$ cat config.mk
export PLATFORM = sky130hd
export DESIGN_NAME = pic_top
export DESIGN_NICKNAME = d
export VERILOG_FILES = /design/src/rtl/pic_pkg.sv /design/src/rtl/pic_req_latch.sv /design/src/rtl/pic_resolver.sv /design/src/rtl/pic_ack_seq.sv /design/src/rtl/pic_top.sv
export SDC_FILE = /design/constraint.sdc
export NUM_CORES = 1
export LEC_CHECK = 0
export ABC_AREA = 1
export BUFFER_PORTS_ARGS = -buffer_cell sky130_fd_sc_hd__buf_2
export CAP_MARGIN = 0
export CORE_MARGIN = 4
export CORE_UTILIZATION = 45
export DETAILED_ROUTE_END_ITERATION = 16
export MAX_ROUTING_LAYER = met4
export PLACE_DENSITY = 0.67
export SYNTH_ARGS = -nofsm -noshare
export SYNTH_HDL_FRONTEND = slang
export SYNTH_SLANG_ARGS = --single-unit
$ cat constraint.sdc
create_clock -name clk -period 2.3 [get_ports clk]
set_input_delay 0.115 -clock clk [delete_from_list [all_inputs] [get_ports clk]]
set_output_delay 0.115 -clock clk [all_outputs]
set_load 0.02 [all_outputs]
$ cat src/rtl/pic_pkg.sv
// Shared types for the priority interrupt controller.
// Assumes nothing beyond a common clock domain for all users.
package pic_pkg;
    typedef enum logic {
        ACK_IDLE  = 1'b0,
        ACK_WAIT2 = 1'b1
    } ack_state_t;
endpackage

$ cat src/rtl/pic_req_latch.sv
// Captures a rising edge on each request line into a pending bit.
// A pending bit stays set until its clear pulse arrives.
// Assumes the lines are synchronous to clk.
module pic_req_latch #(
    parameter int N_IRQ = 8
) (
    input  logic             clk,
    input  logic             rst_n,
    input  logic [N_IRQ-1:0] irq_in,
    input  logic [N_IRQ-1:0] clr,
    output logic [N_IRQ-1:0] pend
);
    logic [N_IRQ-1:0] irq_q;

    for (genvar g = 0; g < N_IRQ; g++) begin : g_line
        // One edge detector and pending flop per line; a new edge wins over a clear.
        always_ff @(posedge clk) begin
            if (!rst_n) begin
                irq_q[g] <= 1'b0;
                pend[g]  <= 1'b0;
            end else begin
                irq_q[g] <= irq_in[g];
                pend[g]  <= (pend[g] & ~clr[g]) | (irq_in[g] & ~irq_q[g]);
            end
        end
    end

    // a pending bit only drops when its clear was requested.
    p_pend_hold_r6: assert property (@(posedge clk) disable iff (!rst_n)
        1'b1 |=> ((($past(pend) & ~$past(clr)) & ~pend) == '0));
endmodule

$ cat src/rtl/pic_resolver.sv
// Picks the winning request: unmasked, pending, above every in-service
// line, lowest index first. Purely combinational.
module pic_resolver #(
    parameter int N_IRQ = 8,
    localparam int IW   = $clog2(N_IRQ)
) (
    input  logic [N_IRQ-1:0] pend,
    input  logic [N_IRQ-1:0] mask,
    input  logic [N_IRQ-1:0] isr,
    output logic [IW-1:0]    win_idx,
    output logic             win_ok
);
    logic [N_IRQ-1:0] blocked;
    logic [N_IRQ-1:0] cand;

    // blocked[i] is set when line i or any higher-priority line is in service.
    assign blocked[0] = isr[0];
    for (genvar g = 1; g < N_IRQ; g++) begin : g_block
        assign blocked[g] = blocked[g-1] | isr[g];
    end

    assign cand = pend & ~mask & ~blocked;

    // Fixed priority: scan from lowest priority up so the lowest index wins.
    always_comb begin
        win_idx = '0;
        for (int i = N_IRQ - 1; i >= 0; i--) begin
            if (cand[i]) win_idx = IW'(i);
        end
    end

    assign win_ok = |cand;
endmodule

$ cat src/rtl/pic_ack_seq.sv
// Runs the two-pulse acknowledge handshake.
// The first falling edge of ack_n freezes the winner; the second falling
// edge emits the vector for one cycle and pulses take_oh for the delivered line.
// Assumes the core pairs its pulses.
module pic_ack_seq
    import pic_pkg::*;
#(
    parameter int N_IRQ    = 8,
    parameter int VEC_W    = 8,
    parameter int VEC_BASE = 32,
    localparam int IW      = $clog2(N_IRQ)
) (
    input  logic             clk,
    input  logic             rst_n,
    input  logic             ack_n,
    input  logic [IW-1:0]    win_idx,
    input  logic             win_ok,
    output logic             idle,
    output logic [N_IRQ-1:0] take_oh,
    output logic [VEC_W-1:0] vec_out,
    output logic             vec_valid
);
    localparam logic [VEC_W-1:0] SPURIOUS = VEC_W'(VEC_BASE + N_IRQ - 1);

    ack_state_t    state;
    logic          ack_q;
    logic          fall;
    logic [IW-1:0] frz_idx;
    logic          frz_ok;

    assign fall = ack_q & ~ack_n;
    assign idle = (state == ACK_IDLE);

    // Pulse the delivered line's one-hot on the second falling edge.
    always_comb begin
        take_oh = '0;
        if (state == ACK_WAIT2 && fall && frz_ok) take_oh[frz_idx] = 1'b1;
    end

    // Sequence state, frozen winner and vector output register.
    always_ff @(posedge clk) begin
        if (!rst_n) begin
            state     <= ACK_IDLE;
            ack_q     <= 1'b1;
            frz_idx   <= '0;
            frz_ok    <= 1'b0;
            vec_out   <= '0;
            vec_valid <= 1'b0;
        end else begin
            ack_q     <= ack_n;
            vec_valid <= 1'b0;
            if (fall) begin
                if (state == ACK_IDLE) begin
                    frz_idx <= win_idx;
                    frz_ok  <= win_ok;
                    state   <= ACK_WAIT2;
                end else begin
                    vec_out   <= frz_ok ? VEC_W'(VEC_BASE) + VEC_W'(frz_idx) : SPURIOUS;
                    vec_valid <= 1'b1;
                    state     <= ACK_IDLE;
                end
            end
        end
    end

    // the vector strobe lasts one cycle.
    p_valid_pulse_r4: assert property (@(posedge clk) disable iff (!rst_n)
        vec_valid |=> !vec_valid);
    // a delivered vector lies in the controller's vector range.
    p_vec_range_r1: assert property (@(posedge clk) disable iff (!rst_n)
        vec_valid |-> (vec_out >= VEC_W'(VEC_BASE) && vec_out <= SPURIOUS));
    // a first pulse always moves the sequence out of idle.
    p_first_pulse_r3: assert property (@(posedge clk) disable iff (!rst_n)
        (idle && fall) |=> !idle);
endmodule

$ cat src/rtl/pic_top.sv
// Vectored priority interrupt controller, top level.
// Holds the mask and in-service registers, decodes the write port and
// derives the interrupt output. Assumes synchronous inputs, and no register
// writes between the two pulses of one acknowledge.
module pic_top #(
    parameter int N_IRQ    = 8,
    parameter int VEC_W    = 8,
    parameter int VEC_BASE = 32
) (
    input  logic             clk,
    input  logic             rst_n,
    input  logic [N_IRQ-1:0] irq_in,
    input  logic             ack_n,
    input  logic             wr_en,
    input  logic             wr_cmd,
    input  logic [N_IRQ-1:0] wr_data,
    output logic             int_out,
    output logic [VEC_W-1:0] vec_out,
    output logic             vec_valid
);
    localparam int IW = $clog2(N_IRQ);

    logic [N_IRQ-1:0] pend;
    logic [N_IRQ-1:0] mask;
    logic [N_IRQ-1:0] isr;
    logic [N_IRQ-1:0] take_oh;
    logic [IW-1:0]    win_idx;
    logic             win_ok;
    logic             idle;

    pic_req_latch #(.N_IRQ(N_IRQ)) u_latch (
        .clk    (clk),
        .rst_n  (rst_n),
        .irq_in (irq_in),
        .clr    (take_oh),
        .pend   (pend)
    );

    pic_resolver #(.N_IRQ(N_IRQ)) u_res (
        .pend    (pend),
        .mask    (mask),
        .isr     (isr),
        .win_idx (win_idx),
        .win_ok  (win_ok)
    );

    pic_ack_seq #(.N_IRQ(N_IRQ), .VEC_W(VEC_W), .VEC_BASE(VEC_BASE)) u_ack (
        .clk       (clk),
        .rst_n     (rst_n),
        .ack_n     (ack_n),
        .win_idx   (win_idx),
        .win_ok    (win_ok),
        .idle      (idle),
        .take_oh   (take_oh),
        .vec_out   (vec_out),
        .vec_valid (vec_valid)
    );

    // Request the core only while no acknowledge is in progress.
    assign int_out = idle & win_ok;

    // Mask register loaded from the write port.
    always_ff @(posedge clk) begin
        if (!rst_n)                 mask <= '0;
        else if (wr_en && !wr_cmd)  mask <= wr_data;
    end

    // In-service tracking: set on delivery, lowest index cleared on end of interrupt.
    always_ff @(posedge clk) begin
        if (!rst_n) isr <= '0;
        else        isr <= ((wr_en && wr_cmd) ? (isr & (isr - 1'b1)) : isr) | take_oh;
    end

    // the interrupt output implies an unmasked pending request.
    p_masked_quiet_r5: assert property (@(posedge clk) disable iff (!rst_n)
        int_out |-> |(pend & ~mask));
    // at most one in-service bit changes per cycle.
    p_isr_step_r8: assert property (@(posedge clk) disable iff (!rst_n)
        1'b1 |=> ($countones(isr ^ $past(isr)) <= 1));
endmodule

==> flow_metrics.env <==
export IMPL_synth_compound_area_share_pct=14.8
export IMPL_drive_above_1_share_pct=20.0
export IMPL_cts_tree="yes"
export IMPL_synthArstFlopShare_pct=0
export IMPL_yosysTopAreaCell="dfxtp_1"
export IMPL_hold_viol_final=0
export IMPL_synthCells=229
export IMPL_ys_seq_elements=43
export IMPL_post_route_min_period_ns=1.71
export IMPL_crit_arrival_ns=1.59
export IMPL_via_per_inst=4.61
export IMPL_synth_area_mm2=0.00173
export IMPL_clk_pin_slew_ns=0.08
export IMPL_crit_fanout=5
export IMPL_yosysTopAreaCellShare_pct=49.7
export IMPL_num_rows=22
export IMPL_synth_area_leaders="dfxtp_1 (50%), nand2_1 (9.3%), nor2_1 (6.9%)"
export IMPL_synth_edf_count=0
export IMPL_clk_path_buf_depth=2
export IMPL_area_delta_synth_final_pct=15.4
export IMPL_die_y_um=70.0
export IMPL_setup_viol=0
export IMPL_max_freq_mhz=586
export IMPL_grt_max_degree=30
export IMPL_fin_setup_tns_ns=0
export IMPL_io_pins=31
export IMPL_drtIter0Drc=76
export IMPL_drv_slew=0
export IMPL_initial_core_util_pct=46.9
export IMPL_fin_skew_ns=0.0101
export IMPL_totalWireLength_um=3290
export IMPL_cts_buffers=5
export IMPL_final_util_pct=54.2
export IMPL_nets=280
export IMPL_grt_pass1_vias=1338
export IMPL_synth_xor_area_share_pct=0
export IMPL_required_ns=2.18
export IMPL_rsz0062_at_grt="false"
export IMPL_cts_resized=0
export IMPL_core_area_mm2=0.00369
export IMPL_crit_path_start_kind="register"
export IMPL_hold_class="input pin to register"
export IMPL_cts_sinks=43
export IMPL_power_leakage_nw=0.956
export IMPL_crit_path_end_kind="output port"
export IMPL_gp_congestion=0.761
export IMPL_final_period_utilization_pct=74.2
export IMPL_placedInstanceArea_mm2=0.00189
export IMPL_dr_pass1_iters=4
export IMPL_status="completed"
export IMPL_ys_warnings_count=0
export IMPL_synth_flop_cell="dfxtp_1"
export IMPL_yosys_area_share_simple_pct=25.6
export IMPL_synth_seq_area_share_pct=49.7
export IMPL_cap_violations=0
export IMPL_drc=0
export IMPL_vias=1420
export IMPL_ant_nets=0
export IMPL_post_cts_buffers=0
export IMPL_synth_commonest_cells="dfxtp_1 (43), nand2_1 (43), nor2_1 (32), inv_1 (25), o21ai_0 (17)"
export IMPL_avgSynthCellArea_um2=7.56
export IMPL_antenna_found_initial=0
export IMPL_synth_top_family_by_area="simple AND/OR/NAND/NOR gates"
export IMPL_synth_mux_area_fraction_pct=0
export IMPL_wl_per_cell_um=10.7
export IMPL_ir_drop_mv=0.502
export IMPL_die_w_um=70.0
export IMPL_powerDensity_mw_per_mm2=737
export IMPL_io_buffer_count=26
export IMPL_hpwl_um=2460
export IMPL_grt_pass1_wl_um=5750
export IMPL_final_cell_area_mm2=0.00200
export IMPL_synth_cell_types=27
export IMPL_clockRootBuffer="clkbuf_8"
export IMPL_die_area_mm2=0.00490
export IMPL_worstSetupPathType="register to output port"
export IMPL_cts_hold_buffers=1
export IMPL_antenna_cells=0
export IMPL_yosys_area_share_adder_pct=0
export IMPL_worstSkewPairLatency_ns=0.29
export IMPL_cts_htree_levels=2
export IMPL_grt_use_total_pct=14.9
export IMPL_grt_ovfl_total=0
==> routing by layer <==
layer	routed length, um	global-route usage [%]
met3	201	4.17
met1	1620	19.1
met5	0	-
met4	61	8.09
met2	1410	21.2
==> layout make-up <==
cell class | instances | area [um2]
clock buffer | 7 | 86.3
clock inverter | 1 | 8.76
fill | 370 | 1690
inverter | 32 | 120
multi-input combinational | 149 | 714
sequential | 43 | 861
tap | 48 | 60.1
timing repair buffer | 28 | 148
==> registers in the layout (all words and copies together) (netlist names) <==
name             cells
u_latch.irq_q        8
isr                  8
u_ack.vec_out        4
u_ack.frz_ok         1
u_ack.frz_idx        3
u_ack.ack_q          1
u_latch.pend         8
mask                 8
u_ack.vec_valid      1
u_ack.state          1
==> worst max-delay path, stage by stage, from the launching register on <==
cell and delay [ns]:
dfxtp_1 0.43, nor2_4 0.08, nand2_1 0.09, inv_2 0.06, a21oi_2 0.18, nand3b_1 0.09, nor2_1 0.16, nor2_1 0.05
buf_2 0.15
==> kinds of logic after synthesis <==
family          after synthesis
flops                        43
other cells                   1
compound gates               47
simple gates                 98
buf+inv                      40
==> worst paths after layout <==
check	depth (start not counted)	slack (ns)	from	end
min reg2reg	1	0.41	u_latch.irq_q[5]	u_latch.pend[5]
max	8	0.59	isr[0]	int_out
max reg2reg	7	0.98	u_ack.state	u_latch.pend[4]
min	3	0.02	irq_in[3]	u_latch.irq_q[3]
==> power by group <==
group	switching, mW	total (mW)	internal [mW]	leakage [nW]
logic	0.106	0.170	0.0642	0.553
clock network	0.244	0.490	0.246	0.0484
registers	0.0253	0.812	0.787	0.354
==> cells in the final DEF, fill, tap and decap left out, types with 6 or more instances in the layout <==
cell      synthesis  routed
dfxtp_1          43      43
nor2_1           32      32
buf_2             2      26
nand3_1           9       9
nand2_1          43      43
inv_2             6       6
o21ai_1           8       8
a21oi_1          15      15
o21ai_0          17      17
inv_1            25      25
clkbuf_8          0       6
==> per-stage QoR <==
step | instances | setup slack [ns] | hold slack [ns] | total power [mW]
after floorplan | 232 | 1.00 | 0.202 | 0.951
after global placement | 299 | 0.973 | 0.299 | 0.994
after detailed placement | 299 | 0.923 | 0.309 | 0.998
after CTS | 308 | 0.589 | 0.0137 | 1.49
after global routing | 308 | 0.509 | 0.0205 | 1.55
final | 308 | 0.594 | 0.0236 | 1.47
Note: power is estimated with default switching activity, not from simulation.
